## config.mk

```make
export PLATFORM = sky130hd
export DESIGN_NAME = fill_buffer
export DESIGN_NICKNAME = d
export VERILOG_FILES = /design/src/rtl/fill_pkg.sv /design/src/rtl/fill_ctrl.sv /design/src/rtl/fill_latch.sv /design/src/rtl/fill_buffer.sv
export SDC_FILE = /design/constraint.sdc
export NUM_CORES = 1
export LEC_CHECK = 0
export BUFFER_PORTS_ARGS = -buffer_cell sky130_fd_sc_hd__buf_2
export CAP_MARGIN = 25
export CORE_AREA = 4 4 208 210
export CTS_BUF_LIST = sky130_fd_sc_hd__clkbuf_4 sky130_fd_sc_hd__clkbuf_8
export DETAILED_ROUTE_END_ITERATION = 12
export DIE_AREA = 0 0 212 214
export GPL_TIMING_DRIVEN = 0
export PLACE_DENSITY = 0.7
export SETUP_SLACK_MARGIN = 0.3
export SLEW_MARGIN = 20
export SYNTH_ARGS = -nofsm -noshare
export SYNTH_HDL_FRONTEND = slang
export SYNTH_SLANG_ARGS = --single-unit
```

## constraint.sdc

```tcl
create_clock -name clk -period 11.8 [get_ports clk]
set_input_delay 1.18 -clock clk [delete_from_list [all_inputs] [get_ports clk]]
set_output_delay 1.18 -clock clk [all_outputs]
set_load 0.005 [all_outputs]
```

## src/rtl/fill_pkg.sv

```systemverilog
`timescale 1ns/1ps
package fill_pkg;
  typedef enum logic [1:0] {
    FS_IDLE    = 2'd0,
    FS_COLLECT = 2'd1,
    FS_DRAIN   = 2'd2
  } fill_state_e;
endpackage

```

## src/rtl/fill_ctrl.sv

```systemverilog
`timescale 1ns/1ps
module fill_ctrl
  import fill_pkg::*;
#(
  parameter int BEATS = 4,
  parameter int IDX_W = $clog2(BEATS)
) (
  input  logic             clk,
  input  logic             rst_n,
  input  logic             req_fire,
  input  logic [IDX_W-1:0] req_word,
  input  logic             beat_valid,
  input  logic             array_busy,
  output fill_state_e      state,
  output logic             beat_fire,
  output logic             first_beat,
  output logic [IDX_W-1:0] slot_idx,
  output logic [IDX_W-1:0] crit_idx,
  output logic             crit_seen,
  output logic             arr_wr_en
);
  localparam logic [IDX_W-1:0] LAST_BEAT = IDX_W'(BEATS - 1);

  fill_state_e      state_q;
  logic [IDX_W-1:0] cnt_q;
  logic [IDX_W-1:0] crit_q;

  assign state      = state_q;
  assign crit_idx   = crit_q;
  assign beat_fire  = (state_q == FS_COLLECT) && beat_valid;
  assign first_beat = (cnt_q == '0);
  assign slot_idx   = crit_q + cnt_q;
  assign crit_seen  = ((state_q == FS_COLLECT) && (cnt_q != '0)) || (state_q == FS_DRAIN);
  assign arr_wr_en  = (state_q == FS_DRAIN) && !array_busy;

  always_ff @(posedge clk) begin
    if (!rst_n) begin
      state_q <= FS_IDLE;
      cnt_q   <= '0;
      crit_q  <= '0;
    end else begin
      unique case (state_q)
        FS_IDLE: if (req_fire) begin
          state_q <= FS_COLLECT;
          cnt_q   <= '0;
          crit_q  <= req_word;
        end
        FS_COLLECT: if (beat_valid) begin
          cnt_q <= cnt_q + 1'b1;
          if (cnt_q == LAST_BEAT) state_q <= FS_DRAIN;
        end
        FS_DRAIN: if (!array_busy) state_q <= FS_IDLE;
        default: state_q <= FS_IDLE;
      endcase
    end
  end

  // the request side reopens right after the line write
  assert_ready_after_write_R2: assert property (@(posedge clk) disable iff (!rst_n)
    arr_wr_en |=> (state_q == FS_IDLE));

  // a busy array keeps the completed line parked
  assert_hold_while_busy_R7: assert property (@(posedge clk) disable iff (!rst_n)
    ((state_q == FS_DRAIN) && array_busy) |=> (state_q == FS_DRAIN) && !$past(arr_wr_en));
endmodule

```

## src/rtl/fill_latch.sv

```systemverilog
`timescale 1ns/1ps
module fill_latch #(
  parameter int BEATS  = 4,
  parameter int DATA_W = 64,
  parameter int LINE_W = 26,
  parameter int IDX_W  = $clog2(BEATS)
) (
  input  logic                    clk,
  input  logic                    rst_n,
  input  logic                    req_fire,
  input  logic [LINE_W-1:0]       req_line,
  input  logic                    slot_we,
  input  logic [IDX_W-1:0]        slot_idx,
  input  logic [DATA_W-1:0]       beat_data,
  input  logic                    pending,
  input  logic                    line_wr,
  input  logic                    ld_valid,
  input  logic [LINE_W-1:0]       ld_line,
  input  logic [IDX_W-1:0]        ld_word,
  output logic [LINE_W-1:0]       line_addr,
  output logic [BEATS*DATA_W-1:0] line_data,
  output logic [BEATS-1:0]        filled,
  output logic                    ld_hit,
  output logic [DATA_W-1:0]       ld_data
);
  logic [LINE_W-1:0] line_q;
  logic [BEATS-1:0]  filled_q;
  logic [DATA_W-1:0] slot_q [BEATS];

  always_ff @(posedge clk) begin
    if (!rst_n) line_q <= '0;
    else if (req_fire) line_q <= req_line;
  end

  for (genvar i = 0; i < BEATS; i++) begin : g_slot
    always_ff @(posedge clk) begin
      if (!rst_n) filled_q[i] <= 1'b0;
      else if (req_fire) filled_q[i] <= 1'b0;
      else if (slot_we && (slot_idx == IDX_W'(i))) filled_q[i] <= 1'b1;
    end
    always_ff @(posedge clk) begin
      if (slot_we && (slot_idx == IDX_W'(i))) slot_q[i] <= beat_data;
    end
    assign line_data[i*DATA_W +: DATA_W] = slot_q[i];
  end

  assign line_addr = line_q;
  assign filled    = filled_q;
  assign ld_hit    = ld_valid && pending && (ld_line == line_q) && filled_q[ld_word];
  assign ld_data   = slot_q[ld_word];

  // each word slot takes exactly one beat per fill
  assert_slot_once_R3: assert property (@(posedge clk) disable iff (!rst_n)
    slot_we |-> !filled_q[slot_idx]);

  // the array write only ever carries a complete line
  assert_line_complete_R6: assert property (@(posedge clk) disable iff (!rst_n)
    line_wr |-> (&filled_q));
endmodule

```

## src/rtl/fill_buffer.sv

```systemverilog
`timescale 1ns/1ps
module fill_buffer
  import fill_pkg::*;
#(
  parameter int LINE_W = 26,
  parameter int DATA_W = 64,
  parameter int BEATS  = 4,
  parameter int IDX_W  = $clog2(BEATS)
) (
  input  logic                    clk,
  input  logic                    rst_n,
  input  logic                    req_valid,
  output logic                    req_ready,
  input  logic [LINE_W-1:0]       req_line,
  input  logic [IDX_W-1:0]        req_word,
  input  logic                    beat_valid,
  output logic                    beat_ready,
  input  logic [DATA_W-1:0]       beat_data,
  input  logic                    array_busy,
  input  logic                    missq_empty,
  input  logic                    ld_valid,
  input  logic [LINE_W-1:0]       ld_line,
  input  logic [IDX_W-1:0]        ld_word,
  output logic                    ld_hit,
  output logic [DATA_W-1:0]       ld_data,
  output logic                    fwd_valid,
  output logic [DATA_W-1:0]       fwd_data,
  output logic                    resume,
  output logic                    arr_wr_en,
  output logic [LINE_W-1:0]       arr_wr_line,
  output logic [BEATS*DATA_W-1:0] arr_wr_data
);
  fill_state_e      state;
  logic             req_fire, beat_fire, first_beat, crit_seen;
  logic [IDX_W-1:0] slot_idx, crit_idx;
  logic [BEATS-1:0] filled;
  logic             fwd_v_q;
  logic [DATA_W-1:0] fwd_d_q;

  assign req_ready  = (state == FS_IDLE);
  assign beat_ready = (state == FS_COLLECT);
  assign req_fire   = req_valid && req_ready;

  fill_ctrl #(.BEATS(BEATS), .IDX_W(IDX_W)) u_ctrl (
    .clk        (clk),
    .rst_n      (rst_n),
    .req_fire   (req_fire),
    .req_word   (req_word),
    .beat_valid (beat_valid),
    .array_busy (array_busy),
    .state      (state),
    .beat_fire  (beat_fire),
    .first_beat (first_beat),
    .slot_idx   (slot_idx),
    .crit_idx   (crit_idx),
    .crit_seen  (crit_seen),
    .arr_wr_en  (arr_wr_en)
  );

  fill_latch #(.BEATS(BEATS), .DATA_W(DATA_W), .LINE_W(LINE_W), .IDX_W(IDX_W)) u_latch (
    .clk       (clk),
    .rst_n     (rst_n),
    .req_fire  (req_fire),
    .req_line  (req_line),
    .slot_we   (beat_fire),
    .slot_idx  (slot_idx),
    .beat_data (beat_data),
    .pending   (state != FS_IDLE),
    .line_wr   (arr_wr_en),
    .ld_valid  (ld_valid),
    .ld_line   (ld_line),
    .ld_word   (ld_word),
    .line_addr (arr_wr_line),
    .line_data (arr_wr_data),
    .filled    (filled),
    .ld_hit    (ld_hit),
    .ld_data   (ld_data)
  );

  // critical word goes out one cycle after its beat lands
  always_ff @(posedge clk) begin
    if (!rst_n) begin
      fwd_v_q <= 1'b0;
      fwd_d_q <= '0;
    end else begin
      fwd_v_q <= beat_fire && first_beat;
      if (beat_fire && first_beat) fwd_d_q <= beat_data;
    end
  end

  assign fwd_valid = fwd_v_q;
  assign fwd_data  = fwd_d_q;
  assign resume    = crit_seen && missq_empty;

  // a forwarded word is the beat taken one cycle earlier
  assert_fwd_source_R4: assert property (@(posedge clk) disable iff (!rst_n)
    fwd_valid |-> ($past(beat_valid && beat_ready) && (fwd_data == $past(beat_data))));

  // resume never precedes the requested word in the latch
  assert_resume_has_word_R5: assert property (@(posedge clk) disable iff (!rst_n)
    resume |-> filled[crit_idx]);

  // the line write never collides with array use
  assert_write_when_free_R6: assert property (@(posedge clk) disable iff (!rst_n)
    arr_wr_en |-> !array_busy && !req_ready);
endmodule

```

# Word level (Yosys, flattened, before mapping)
# Memories as Yosys holds them, arrays and structs flattened.
# Cells that the tools add are included.
# Widths: inputs -> output; s select.
dict set report classes {
  addsub 2
  n_lt_le_gt_ge 1
  n_eq_ne 11
  mux 27
  bitwise_logic 1
  n_reduce_logical 28
}
# cell n
set op_table {}
lappend op_table {{$mux 64} 3}
lappend op_table {{$reduce_or 64->1} 3}
lappend op_table {{$eq 26x26->1} 1}
lappend op_table {{$mux 2} 9}
lappend op_table {{$logic_and 1x1->1} 13}
lappend op_table {{$mux 1} 12}
lappend op_table {{$eq 2x2->1 const B} 4}
lappend op_table {{$logic_not 2->1} 3}
lappend op_table {{$pmux 2 s3} 1}
lappend op_table {{$reduce_bool 2->1} 3}
lappend op_table {{$eq 2x1->1 const B} 2}
lappend op_table {{$ne 2x1->1 const B} 2}
lappend op_table {{$ne 2x2->1 const B} 2}
lappend op_table {{$pmux 2 s2} 1}
lappend op_table {{$reduce_and 4->1} 1}
lappend op_table {{$lt 2x3->1 const B} 1}
lappend op_table {{$reduce_and 3->1} 1}
lappend op_table {{$add 2x1->2 const B} 1}
lappend op_table {{$add 2x2->2} 1}
lappend op_table {{$bmux 1 s2} 1}
lappend op_table {{$reduce_and 2->1} 1}
lappend op_table {{$reduce_or 2->1} 1}
lappend op_table {{$logic_not 1->1} 1}
lappend op_table {{$logic_or 1x1->1} 1}
lappend op_table {{$not 1->1} 1}
dict set report totals {
  regBits 101
  ramBits 256
  inputBits 127
  output_inout_bits 416
  wordCells 81
  mem_count 1
}
# memory depth word_bits read_ports rd_clocked_by_memory_dff wr line
set memory_table {}
lappend memory_table {u_latch.slot_q 4 64 5 0 1 fill_latch.sv:28} ;# logic [DATA_W-1:0] slot_q [BEATS];

# Depth between registers and ports, before layout
dict set report logic_depth {
  depth_word 9
  depth_mapped 7
}

# Modules after synthesis
# A second synthesis with hierarchy kept.
dict set report unflattened {
  hier_cells 811
  area_unflattened_um2 13853.3
}
# module instances cells_each area_each_um2
set by_module_without_submodules {}
lappend by_module_without_submodules {fill_latch 1 472 10741.6}
lappend by_module_without_submodules {fill_buffer 1 299 2746.4}
lappend by_module_without_submodules {fill_ctrl 1 40 365.4}

# Worst setup path before layout
# Ideal clock, no wire load.
dict set report synth_path {
  path_type {input to register}
  start {in beat_valid}
  end {mem u_latch.slot_q[0][0], enable pin}
  setup_time_ps 580
  t_arrival_ps 6086
  t_required_ps 11220
  path_slack_ps 5133
  stages 2
  path_buffers 0
  cell_sequence {nand3b_1 nor3b_1}
}
dict set report synth_via {
  elab_chain_cells 8
}
# item line
set synth_lines {}
lappend synth_lines {{from (decl)} fill_buffer.sv:16} ;# input logic beat_valid,
lappend synth_lines {{$logic_and 1x1->1 *} fill_ctrl.sv:30} ;# assign beat_fire = (state_q == FS_COLLECT) && beat_valid;
lappend synth_lines {{$logic_and 1x1->1} fill_latch.sv:42} ;# if (slot_we && (slot_idx == IDX_W'(i))) slot_q[i] <= beat_data;
lappend synth_lines {{$mux 1} fill_latch.sv:42}
lappend synth_lines {{$mux 1 (not written as such)} fill_latch.sv:42}
lappend synth_lines {{$reduce_or 64->1 (no line)} --}
lappend synth_lines {{$mux 2 (no line) or $mux 1 (tied branches) (3 in a row)} --}
lappend synth_lines {{to (decl)} fill_latch.sv:28}
# Every way passes the cells marked *; elsewhere a longest branch is shown, timed or not.

# Worst setup path after layout
dict set report layout_path {
  start {in ld_word[1]}
  end {out ld_data[49]}
}
dict set report layout_via {
  elab_chain_cells 1
}
# item line
set layout_lines {}
lappend layout_lines {{from (decl)} fill_buffer.sv:23} ;# input logic [IDX_W-1:0] ld_word,
lappend layout_lines {{$mem_v2 4x64} --}
lappend layout_lines {{to (decl)} fill_buffer.sv:25} ;# output logic [DATA_W-1:0] ld_data,
# No other way between the ends.

==> flow_summary.yaml <==
status:
  status: "finished clean"
placement:
  place.gp.congestion: 0.864
  hpwl_mm: 33.3
  placed_area_um2: 17400
  io_buffer_count: 540
  dp_cells: 1925
floorplanning:
  die_y_um: 214
  core_um2: 41600
  die_area_um2: 45400
  die_w_um: 212
  io_pins: 543
  placementRows: 75
  initial_utilization: 0.330
synth:
  synthesis.nets: 952
  syn_avg_cell_area_um2: 16.7
  syn-cell-area_um2: 13700
  synth-xor-area-share: 0.0179
  yosys_warnings: 0
  synth_edf_count: 256
  synth-seq-cells: 357
  yosys.cell_types.count: 37
  muxShareOfSynthArea: 0.107
  syn_inst: 822
  ys_seq_area_frac: 0.709
  synth_adder_area_share: 0.00274
  post_synth_and_or_nand_nor_area_fraction: 0.0681
  synth_compound_area_frac: 0.0714
  synth_async_sr_flop_share: 0
  synthFlopType: "edfxtp_1"
  synth_top_family_by_area: "multiplexers"
timing:
  fin_crit_sh: 0.339
  final.min_clock_period_ps: 4000
  finalSetupViolCount: 0
  rsz0062_at_grt: "false"
  slew_headroom: 0.529
  tns_ps: 0
  skew_ps: 23.7
  hold_viol: 0
  max_freq_ghz: 0.250
  tightestPinTransition_ps: 707
  slew_viol_final: 0
critical_path:
  rr_startpoint: "u_ctrl.cnt_q[0]"
  path_class: "in2out"
  start_kind: "input pin"
  path_cells: "buf_2 > clkbuf_1 > buf_6 > buf_2 > mux4_2 > buf_2"
  crit_slowest_cell: "clkbuf_1"
  worstPathMaxFanout: 10
  cp.arrival_ps: 2820
  endpoint: "ld_data[49]"
  rr_endpoint: "u_latch.slot_q[0][39]"
  cp_common_cell: "buf_2"
  critPathCaptureType: "output pin"
  slowest_delay_ps: 450
  required_ps: 10620
  reg2reg_depth: 9
  reg2reg_slack_ps: 8810
  crit_path_start: "ld_word[1]"
global_routing:
  antenna_found_initial: 1
  overflow: 0
  grt_usage: 0.186
  grt_max_degree: 35
  grt_pass1_vias: 10088
  grt_pass1_wl_mm: 63.8
clock_network:
  insertion_delay_ps: 620
  numCtsBuffers: 57
  cts.hold.buffers_added: 0
  clock_path_buffers: 3
  clock-sinks: 357
  post-cts-setup-buffers: 0
  cts_root_buf: "clkbuf_8"
  clkSlewWorstSetupHoldPaths_ps: 60
  cts_tree: "done"
  htreeDepth: 2
  postCtsResizedCells: 0
finish:
  final_nets: 1575
  drive_above_1_share: 0.556
  final_cells: 2033
  areaGrowthSynthToFinish_pct: 36.5
  layout_commonest_cell: "buf_2"
  most-common-layout-cells: "554 x buf_2, 256 x edfxtp_1, 187 x nand2_1"
  final_area_um2: 18700
  n_antenna_cell: 0
drt:
  wl_per_cell_um: 21.5
  dr.max_layer_used: "met5"
  drtIter0Drc: 436
  drc: 0
  avgViaCountPerCell: 4.75
  first_pass_iters: 4
  route.met3.wl_mm: 3.42
  wl_met2_mm: 22.6
  finalWirelength_mm: 43.8
  vias: 9651
  wirelength_met1_mm: 16.5
  postRouteAntennaNets: 0
job:
  maxCapViolations: 0
pwr:
  cellLeakagePower_nw: 7.52
  p_per_area_nw_per_um2: 152
  power_mw: 2.84
  ir_drop_mv: 0.0814
worst_hold_path:
  hold_class: "reg2reg"
-- where the power goes --
group	total [mW]	leakage [nW]	internal (mW)	switching (mW)
Clock	1.22	0.705	0.731	0.490
Sequential	1.40	3.14	1.38	0.0198
Combinational	0.225	3.68	0.105	0.120
-- through the flow --
step | hold slack [ps] | utilization | setup slack, ps
2_1_floorplan | 435 | - | 5130
3_3_place_gp | 441 | 0.411 | 152
3_5_place_dp | 452 | 0.418 | 7710
4_1_cts | 462 | 0.450 | 7710
5_1_grt | 478 | 0.450 | 7690
6_report | 460 | 0.450 | 7800
-- sequential cells by signal, summed over array words and instances, names as in the netlist --
name,cells
u_latch.line_addr,26
u_latch.filled,4
fwd_valid,1
u_ctrl.cnt_q,2
u_latch.slot_q,256
fwd_data,64
u_ctrl.crit_idx,2
u_ctrl.state,2
-- logic make-up after synthesis --
| family | Yosys count |
|---|---|
| flip-flops | 357 |
| AND/OR/NAND/NOR | 222 |
| AO/OA/AOI/OAI | 101 |
| multiplexers | 65 |
| buffers and inverters | 46 |
| XOR/XNOR | 28 |
| adder cells (fa/ha/maj) | 3 |
-- synth_stat cells, drive strengths merged, types with 4 or more instances --
master,number,area share
and2,5,0.0026
nor2,4,0.0011
nor4,6,0.0027
nand2,188,0.052
o21a,5,0.0027
dfxtp,101,0.15
buf,31,0.020
a21boi,92,0.067
clkbuf,13,0.0036
edfxtp,256,0.56
xor2,24,0.015
xnor2,4,0.0026
mux4,65,0.11
-- metal layers --
layer	up-vias	global-route usage
li1	4320	-
met1	4756	0.215
met2	499	0.333
met3	74	0.0472
met4	2	0.0659
met5	-	0
-- worst min path at each step --
stage                                 start                 to  slack [ps]  cells past startpoint
after floorplan           u_latch.filled[1]  u_latch.filled[1]         440                      1
after global placement    u_latch.filled[1]  u_latch.filled[1]         440                      1
after detailed placement  u_latch.filled[1]  u_latch.filled[1]         450                      1
after CTS                       fwd_data[9]        fwd_data[9]         460                      2
after global routing           fwd_data[26]       fwd_data[26]         480                      2
final                          fwd_data[29]       fwd_data[29]         460                      2
-- critical path, delay by kind of cell --
family | cells | cell delay [ps]
buffers and inverters | 5 | 1260
muxes | 1 | 370
-- cell type report --
class / count / area (µm²)
clock buffers: 76 / 965
plain buffers: 44 / 327
multi-input cells: 419 / 3680
flip-flops and latches: 357 / 9710
inverters: 2 / 7.51
well taps: 539 / 674
repair buffers: 564 / 2960
fillers: 3756 / 22900
clock inverters: 32 / 377
(Power assumes the default switching activity.)
